### src/rtl/imm_fit_pkg.sv
package imm_fit_pkg;
  localparam int unsigned DW     = 64;
  localparam int unsigned LOG_DW = $clog2(DW);
  localparam int unsigned SZ_W   = LOG_DW + 1;

  typedef enum logic [2:0] {
    K_ARITH   = 3'd0,
    K_LOGIC   = 3'd1,
    K_MOVW    = 3'd2,
    K_PCREL   = 3'd3,
    K_SHAMT   = 3'd4,
    K_LDST_SC = 3'd5,
    K_LDST_IX = 3'd6,
    K_RSVD    = 3'd7
  } imm_kind_e;

  typedef struct packed {
    logic              legal;
    logic              pattern;
    logic [LOG_DW-1:0] shift;
    logic [SZ_W-1:0]   esize;
    logic [SZ_W-1:0]   ones;
    logic [LOG_DW-1:0] rot;
  } imm_res_t;
endpackage

### src/rtl/imm_range_check.sv
module imm_range_check
  import imm_fit_pkg::*;
#(
  parameter int unsigned ARITH_W  = 12,
  parameter int unsigned ARITH_SH = 12,
  parameter int unsigned MOVW_W   = 16,
  parameter int unsigned PCREL_W  = 21,
  parameter int unsigned LDST_W   = 12,
  parameter int unsigned IDX_W    = 9
) (
  input  imm_kind_e         kind_i,
  input  logic [1:0]        size_i,
  input  logic [DW-1:0]     value_i,
  output logic              fit_o,
  output logic [LOG_DW-1:0] shift_o
);
  localparam int unsigned   SLOTS   = DW / MOVW_W;
  localparam logic [DW-1:0] HW_MASK = {{(DW - MOVW_W){1'b0}}, {MOVW_W{1'b1}}};

  function automatic logic signed_fit(input logic [DW-1:0] v, input int unsigned w);
    logic [DW-1:0] top;
    top = v >> (w - 1);
    return (top == '0) || (top == ({DW{1'b1}} >> (w - 1)));
  endfunction

  logic arith_lo, arith_hi;
  assign arith_lo = ~|value_i[DW-1:ARITH_W];
  assign arith_hi = ~|value_i[DW-1:ARITH_W+ARITH_SH] & ~|value_i[ARITH_SH-1:0];

  logic [SLOTS-1:0] slot_ok;
  for (genvar s = 0; s < SLOTS; s++) begin : g_slot
    assign slot_ok[s] = ~|(value_i & ~(HW_MASK << (s * MOVW_W)));
  end

  logic [LOG_DW-1:0] movw_sh;
  always_comb begin
    movw_sh = '0;
    for (int s = SLOTS - 1; s >= 0; s--) begin
      if (slot_ok[s]) movw_sh = LOG_DW'(s * MOVW_W);
    end
  end

  logic [DW-1:0] low_m;
  logic          ldst_ok;
  assign low_m   = (DW'(1) << size_i) - DW'(1);
  assign ldst_ok = ~|(value_i & low_m) && (((value_i >> size_i) >> LDST_W) == '0);

  always_comb begin
    fit_o   = 1'b0;
    shift_o = '0;
    unique case (kind_i)
      K_ARITH: begin
        fit_o   = arith_lo | arith_hi;
        shift_o = arith_lo ? '0 : LOG_DW'(ARITH_SH);
      end
      K_MOVW: begin
        fit_o   = |slot_ok;
        shift_o = movw_sh;
      end
      K_PCREL:   fit_o = signed_fit(value_i, PCREL_W);
      K_SHAMT:   fit_o = ~|value_i[DW-1:LOG_DW];
      K_LDST_SC: begin
        fit_o   = ldst_ok;
        shift_o = LOG_DW'(size_i);
      end
      K_LDST_IX: fit_o = signed_fit(value_i, IDX_W);
      default:   fit_o = 1'b0;
    endcase
  end
endmodule

### config.mk
export PLATFORM = sky130hd
export DESIGN_NAME = imm_range_check
export DESIGN_NICKNAME = d
export VERILOG_FILES = /design/src/rtl/imm_fit_pkg.sv /design/src/rtl/imm_range_check.sv
export SDC_FILE = /design/constraint.sdc
export NUM_CORES = 1
export LEC_CHECK = 0
export CAP_MARGIN = 20
export CORE_MARGIN = 3
export CORE_UTILIZATION = 30
export DETAILED_ROUTE_END_ITERATION = 10
export PLACE_DENSITY = 0.91
export SYNTH_ARGS = -nofsm -noshare
export SYNTH_HDL_FRONTEND = slang
export SYNTH_SLANG_ARGS = --single-unit
### constraint.sdc
create_clock -name vclk -period 1.9
set_input_delay 0.285 -clock vclk [all_inputs]
set_output_delay 0.285 -clock vclk [all_outputs]
set_load 0.005 [all_outputs]
# [After elaboration in Yosys (flattened, before gate mapping)]
# Cells that the tools add are included.
[word_totals] reg_bits=0 inputBits=69 output_inout_bits=7 elab_cells=46
[classes] n_addsub=1 n_eq_ne=7 shift=2 n_mux=7 bitwise_logic=3 n_reduce_logical=26
[op_table] cell="64-bit zero test" n=3
[op_table] cell="48-bit OR reduction" n=4
[op_table] cell="64-bit AND" n=1
[op_table] cell="64-bit OR reduction" n=1
[op_table] cell="1-bit by 2-bit left shift with 64-bit output (first input constant)" n=1
[op_table] cell="64-bit by 2-bit right shift with 64-bit output" n=1
[op_table] cell="64-bit by 2-bit subtractor with 64-bit output (second input constant)" n=1
[op_table] cell="58-bit OR reduction" n=1
[op_table] cell="56-bit == test (second input constant)" n=1
[op_table] cell="52-bit OR reduction" n=1
[op_table] cell="44-bit == test (second input constant)" n=1
[op_table] cell="40-bit OR reduction" n=1
[op_table] cell="6-bit two-way mux" n=4
[op_table] cell="6-bit case mux with 3 select lines" n=1
[op_table] cell="12-bit OR reduction" n=1
[op_table] cell="3-bit == test (second input constant)" n=3
[op_table] cell="1-bit zero test" n=9
[op_table] cell="3-bit by 2-bit == test with 1-bit output (second input constant)" n=2
[op_table] cell="1-bit case mux with 6 select lines" n=1
[op_table] cell="4-bit two-way mux" n=1
[op_table] cell="4-bit OR reduction" n=1
[op_table] cell="3-bit zero test" n=1
[op_table] cell="1-bit logical OR" n=2
[op_table] cell="1-bit AND" n=1
[op_table] cell="other kinds (2)" n=2

# [Depth between registers and ports, before layout]
# Gate-level depths: netlist (run 1).
[depth] word_depth=7 depth_mapped=10 depth_no_buf=9

# [Least setup slack after synthesis (run 1)]
# OpenSTA, ideal clock, no wires.
[synth_path] kind="input to output" start="input size_i[0]" end="output fit_o" arrival_time_ns=1.663 required_time_ns=1.615 slack_ns=-0.048 stages=8 n_path_buf=1 cell_sequence="clkbuf_1 or2_2 ha_1 o221ai_1 nor4_1 nand4_1 and3_1 o311ai_2"
[synth_via] elab_chain_len=7 elab_cells_between_ends=9 classes_between="add/sub: 1; shift: 2; mux: 1; bitwise: 1; reduce/logical: 4"
[synth_rtl] item="start: declaration" line="imm_range_check.sv:12" source="input logic [1:0] size_i,"
[synth_rtl] item="1-bit by 2-bit left shift with 64-bit output" line="imm_range_check.sv:45" source="assign low_m = (DW'(1) << size_i) - DW'(1);"
[synth_rtl] item="64-bit by 2-bit subtractor with 64-bit output" line="imm_range_check.sv:45"
[synth_rtl] item="64-bit AND" line="imm_range_check.sv:46" source="assign ldst_ok = ~|(value_i & low_m) && (((value_i >> size_i) >> LDST_W) == '0);"
[synth_rtl] item="64-bit OR reduction" line="imm_range_check.sv:46"
[synth_rtl] item="1-bit zero test" line="imm_range_check.sv:46"
[synth_rtl] item="1-bit logical AND *" line="imm_range_check.sv:46"
[synth_rtl] item="1-bit case mux with 6 select lines *" line="imm_range_check.sv:51" source="unique case (kind_i)"
[synth_rtl] item="end: declaration" line="imm_range_check.sv:14" source="output logic fit_o,"
# Mark *: on every way between the ends. The rest lies on a longest branch, timed or not.

# [Worst setup path in the final report (run 1)]
[layout_path] start="input value_i[32]" end="output fit_o"
[layout_via] elab_chain_len=5 elab_cells_between_ends=28 classes_between="eq/ne: 2; shift: 1; mux: 1; bitwise: 3; reduce/logical: 21"
[layout_rtl] item="start: declaration" line="imm_range_check.sv:13" source="input logic [DW-1:0] value_i,"
[layout_rtl] item="40-bit OR reduction or 64-bit AND (tied branches)" line="imm_range_check.sv:28, imm_range_check.sv:46"
[layout_rtl] item="1-bit zero test or 64-bit OR reduction (tied branches)" line="imm_range_check.sv:28, imm_range_check.sv:46"
[layout_rtl] item="1-bit AND or 1-bit zero test (tied branches)" line="imm_range_check.sv:28, imm_range_check.sv:46"
[layout_rtl] item="1-bit OR or 1-bit logical AND (tied branches)" line="imm_range_check.sv:53, imm_range_check.sv:46"
[layout_rtl] item="1-bit case mux with 6 select lines *" line="imm_range_check.sv:51"
# Marks and branches as above.

==> flow_metrics.env, run 1 <==
export IMPL_wl_met1_um=2730
export IMPL_cp_arrival_ns=2.17
export IMPL_met2_length_um=3640
export IMPL_crit_top_cell="buf_4"
export IMPL_layoutNonFillerInstCount=291
export IMPL_n_fill_cell=96
export IMPL_postSynthAreaPerCell_um2=7.43
export IMPL_initial_core_util_pct=33.0
export IMPL_final_cell_mix="buf_4, buf_2, buf_6"
export IMPL_vias_per_cell=6.89
export IMPL_nClkBuffers=0
export IMPL_yosys_area_top_type="nor4_4"
export IMPL_crit_slowest_cell="nor3_1"
export IMPL_drt_iter0_drc=263
export IMPL_violations="setup timing"
export IMPL_ir_drop_uv=176
export IMPL_die_h_um=59.6
export IMPL_seq_cells=0
export IMPL_syn_nets=187
export IMPL_crit_path_end="fit_o"
export IMPL_dpl_hpwl_um=4120
export IMPL_worst_setup_path_end_kind="output port"
export IMPL_wl_um=8060
export IMPL_crit_chain="dlygate4sd2_1 > nand4_1 > nor3_1 > nand3_2 > buf_4 > buf_4 > a22o_1 > o311ai_2 > buf_2"
export IMPL_relSlewSlack_pct=70.1
export IMPL_highest_layer="met4"
export IMPL_netlist_area_leader_share_pct=14.8
export IMPL_maxCapViolations=0
export IMPL_antenna_left=0
export IMPL_rsz0062_at_grt="yes"
export IMPL_gp_congestion=0.917
export IMPL_first_global_vias=2050
export IMPL_min_period_ns=2.46
export IMPL_core_area_um2=2610
export IMPL_fin_crit_sh_pct=129
export IMPL_pwr_density_cell_nw_per_um2=161
export IMPL_num_rows=18
export IMPL_grt_pass1_wl_um=10000
export IMPL_status="finished, violations left"
export IMPL_worstMarginPinSlew_ns=0.445
export IMPL_hold_viol=0
export IMPL_drc=0
export IMPL_grt_max_degree=7
export IMPL_crit_type="input pin to output port"
export IMPL_setup_ws_ns=-0.559
export IMPL_wl_per_cell_um=27.7
export IMPL_antenna_found_initial=0
export IMPL_final_common_cell="buf_4"
export IMPL_setup_viol=5
export IMPL_dr_wl_met3_um=803
export IMPL_register_area_um2=0
export IMPL_nNetsFinal=334
export IMPL_syn_to_final_growth_pct=179
export IMPL_synth_cell_type_count=41
export IMPL_hold_class="input pin to output port"
export IMPL_drive_above_1_share_pct=70.5
export IMPL_required_ns=1.62
export IMPL_ys_top_cells_by_area="nor4_4, nand4_1, nor4_1"
export IMPL_pin_count=76
export IMPL_synth_area_um2=862
export IMPL_drt_pre_antenna_iters=5
export IMPL_syn_inst=116
export IMPL_timing_hold_ws_ns=1.11
export IMPL_antenna_cells=0
export IMPL_slew_violations=0
export IMPL_die_x_um=59.6
export IMPL_yosysWarnings=0
export IMPL_vias=2004
export IMPL_p_leak_nw=1.05
export IMPL_die_area_um2=3550
export IMPL_slowest_delay_ns=0.37
export IMPL_ys_seq_area_share_pct=0
export IMPL_overflow=0
export IMPL_max_freq_mhz=407
export IMPL_crit_start="value_i[32]"
export IMPL_p_total_mw=0.388
export IMPL_numPortBuffers=76
export IMPL_dpl_cell_count=270
export IMPL_start_kind="input pin"
export IMPL_track_usage_pct=37.7
export IMPL_critPathMaxFanout=2
==> worst max-delay path, delay by kind of cell <==
kind                   cells  cell delay [ns]
AOI/OAI and AO/OA          2             0.32
buffers and inverters      4             0.81
and+or+nand+nor            3             0.76
==> cell usage after synthesis, drive strengths merged, types with 2 or more instances <==
master,count
nor4,24
nand4,20
nor3,11
nand2,10
nor2,7
nand2b,4
inv,3
nand3,3
a21oi,2
and2,2
and3,2
ha,2
nand4b,2
nor2b,2
==> through the flow <==
step / cell area, um2 / utilization (%) / TNS [ns] / setup slack, ns
3_5_place_dp: 2040 / 78.1 / -4.24 / -1.02
5_1_grt: 2400 / 92.0 / -1.35 / -0.669
3_3_place_gp: 2040 / 78.1 / -3.99 / -0.969
2_1_floorplan: 887 / - / 0 / 0.0308
4_1_cts: 2230 / 85.2 / -0.300 / -0.245
6_report: 2400 / 92.0 / -0.940 / -0.559
==> power breakdown <==
group          internal (mW)  switching [mW]
sequential                 0               0
combinational          0.194           0.194
clock                      0               0
total                  0.194           0.194
==> worst min-delay path by stage <==
stage | startpoint | cells past startpoint | slack, ns | to
after global routing | value_i[15] | 5 | 1.13 | shift_o[4]
after global placement | value_i[15] | 4 | 1.70 | shift_o[4]
after CTS | value_i[13] | 5 | 1.08 | shift_o[4]
after detailed placement | value_i[13] | 4 | 1.70 | shift_o[4]
after floorplan | kind_i[0] | 1 | 0.67 | fit_o
final | value_i[15] | 5 | 1.11 | shift_o[4]
==> final cells by class <==
class,count,area [um2],area share [%]
timing repair buffer,147,1190,49.4
multi-input combinational,111,1170,48.5
tap,30,37.5,1.56
inverter,3,11.3,0.468
==> logic make-up (layout without fill, tap and decap cells) <==
kind of cell,count (synthesis),count (layout),share of synthesized area [%]
simple gates,91,91,77.1
mux,2,2,2.47
compound gates,15,15,13.9
fa+ha+maj,2,2,2.90
xor+xnor,1,1,1.02
buf+inv,5,150,2.61
==> repair_timing <==
item | CTS | global route
buffers inserted | 15 | 8
hold buffers | 0 | 0
pin swaps | 47 | 29
resized for setup | 279 | 67
setup endpoints to repair | 7 | 5
==> routing by layer <==
layer / up-vias / GRT usage (%)
met4: 0 / 21.2
met3: 92 / 6.32
li1: 787 / -
met1: 912 / 38.2
met5: - / 0
met2: 213 / 71.3
No activity file was read; power rests on OpenSTA's default activity.
==> run 2: changes to the inputs <==
ABC_AREA = 1   (was default)
CORE_UTILIZATION = 44   (was 30)
PLACE_DENSITY = 0.95   (was 0.91)
clock period = 2.9 ns   (was 1.9 ns; I/O delays follow)
==> run 2 against run 1 <==
  * The run now ends clean
  * Critical path type unchanged
  * Critical path depth is 3 higher
  * Global-route usage shrank 8.9 points
  * Combinational power fell by 39%
  * Sequential share of layout area is the same
  * Design area fell by 3.4%
==> flow_metrics.env, run 2 <==
export IMPL_slew_violations=0
export IMPL_setup_viol=0
export IMPL_nClkBuffers=0
export IMPL_path_buf_inv=3
export IMPL_core_area_um2=2810
export IMPL_syn_inst=283
export IMPL_required_ns=2.47
export IMPL_nNetsFinal=442
export IMPL_syn_nets=354
export IMPL_die_area_um2=3670
export IMPL_n_fill_cell=203
export IMPL_antenna_cells=0
export IMPL_synth_area_um2=1310
export IMPL_first_global_vias=1976
export IMPL_netlist_area_leader_share_pct=23.8
export IMPL_max_freq_mhz=351
export IMPL_crit_family="buffers and inverters"
export IMPL_ys_top_cells_by_area="nor2_1, nand2_1, nand4_1"
export IMPL_synth_common_cells="nor2_1, nand2_1, inv_1, nand4_1, nand3_1"
export IMPL_hold_path_cell_count=5
export IMPL_dpl_cell_count=398
export IMPL_slowest_delay_ns=0.49
export IMPL_critPathMaxFanout=2
export IMPL_pin_count=76
export IMPL_ir_drop_uv=79.2
export IMPL_yosys_area_top_type="nor2_1"
export IMPL_relSlewSlack_pct=67.3
export IMPL_overflow=0
export IMPL_worstMarginPinSlew_ns=0.486
export IMPL_wl_um=5900
export IMPL_dpl_hpwl_um=4790
export IMPL_num_rows=19
export IMPL_register_area_um2=0
export IMPL_grt_max_degree=12
export IMPL_drt_pre_antenna_iters=6
export IMPL_drc=0
export IMPL_numPortBuffers=76
export IMPL_crit_top_cell="nand2_1"
export IMPL_final_common_cell="nor2_1"
export IMPL_vias_per_cell=5.74
export IMPL_postSynthAreaPerCell_um2=4.63
export IMPL_ys_seq_area_share_pct=0
export IMPL_track_usage_pct=28.8
export IMPL_syn_to_final_growth_pct=77.1
export IMPL_status="completed"
export IMPL_crit_slowest_cell="clkdlybuf4s50_1"
export IMPL_hold_buffers=0
export IMPL_cp_arrival_ns=2.41
export IMPL_yosysMostFrequentCell="nor2_1"
export IMPL_grt_pass1_wl_um=8210
export IMPL_drive_above_1_share_pct=17.9
export IMPL_start_kind="input pin"
export IMPL_gp_congestion=0.969
export IMPL_crit_type="input pin to output port"
export IMPL_hold_class="input pin to output port"
export IMPL_antenna_left=0
export IMPL_initial_core_util_pct=46.7
export IMPL_vias=2295
export IMPL_layoutNonFillerInstCount=400
export IMPL_drt_iter0_drc=254
export IMPL_seq_cells=0
export IMPL_maxCapViolations=0
export IMPL_die_h_um=60.6
export IMPL_fin_util_pct=82.8
export IMPL_die_x_um=60.6
export IMPL_p_leak_nw=1.12
export IMPL_worst_path_stages=12
export IMPL_min_period_ns=2.85
export IMPL_crit_chain="clkdlybuf4s50_1 > nor2_2 > buf_4 > nand2_1 > nor2_1 > nand2_1 > o21bai_1 > nand3_1 > nor2_2 > nor2_1 > nand2_1 > clkdlybuf4s50_1"
export IMPL_wl_per_cell_um=14.7
export IMPL_final_cell_mix="nor2_1, nand2_1, clkdlybuf4s50_1"
export IMPL_yosysWarnings=0
export IMPL_antenna_found_initial=0
export IMPL_hold_viol=0
export IMPL_fin_crit_sh_pct=98.3
export IMPL_synth_cell_type_count=24
export IMPL_worst_setup_path_end_kind="output port"
export IMPL_pwr_density_cell_nw_per_um2=102
[run 2: logic make-up (layout without fill, tap and decap cells)]
logic type,after synthesis,count (layout),share of synthesized area [%]
adders and majority gates,2,2,1.91
AOI/OAI and AO/OA,14,14,5.92
and+or+nand+nor,234,234,81.3
buffers and inverters,33,119,10.9
[run 2: timing repair]
| item | CTS | global route |
|---|---|---|
| setup endpoints to repair | 1 | 3 |
| pin swaps | 1 | 15 |
| gates resized for setup | 3 | 51 |
| setup buffers | 0 | 2 |
[run 2: power breakdown]
group / leakage (nW) / switching [mW] / total, mW / internal, mW
Clock: 0 / 0 / 0 / 0
Sequential: 0 / 0 / 0 / 0
Combinational: 1.12 / 0.114 / 0.237 / 0.123
[run 2: through the flow]
step	TNS [ns]	instance area [um2]	hold slack, ns	power, mW	setup slack (ns)
5_1_grt	-0.0812	2320	1.85	0.253	-0.0812
2_1_floorplan	0	1310	1.01	0.0746	0.878
3_5_place_dp	-0.129	2160	1.99	0.224	-0.129
6_report	0	2320	1.80	0.237	0.0505
4_1_cts	0	2160	1.80	0.225	0.000382
3_3_place_gp	-0.0621	2160	1.99	0.220	-0.0621
[run 2: layer usage]
metal / routed length [um] / up-vias / track usage [%]
li1: - / 1093 / -
met5: 0 / - / 0
met1: 2330 / 993 / 36.0
met4: 206 / 0 / 10.5
met2: 2750 / 182 / 51.1
met3: 619 / 27 / 2.34
[run 2: worst paths after layout]
check / start / endpoint / slack, ns
worst min-delay path: size_i[1] / shift_o[1] / 1.80
worst max-delay path: value_i[10] / fit_o / 0.05
[run 2: area by class of cell]
type	count	area, um2	area share, %
Timing Repair Buffer	89	911	39.2
Multi-Input combinational cell	250	1260	54.3
Inverter	30	113	4.85
Tap cell	31	38.8	1.67
[run 2: worst min-delay path, delay by kind of cell]
| kind | cells | cell delay (ns) |
|---|---|---|
| simple gates | 1 | 0.04 |
| buf+inv | 4 | 0.88 |
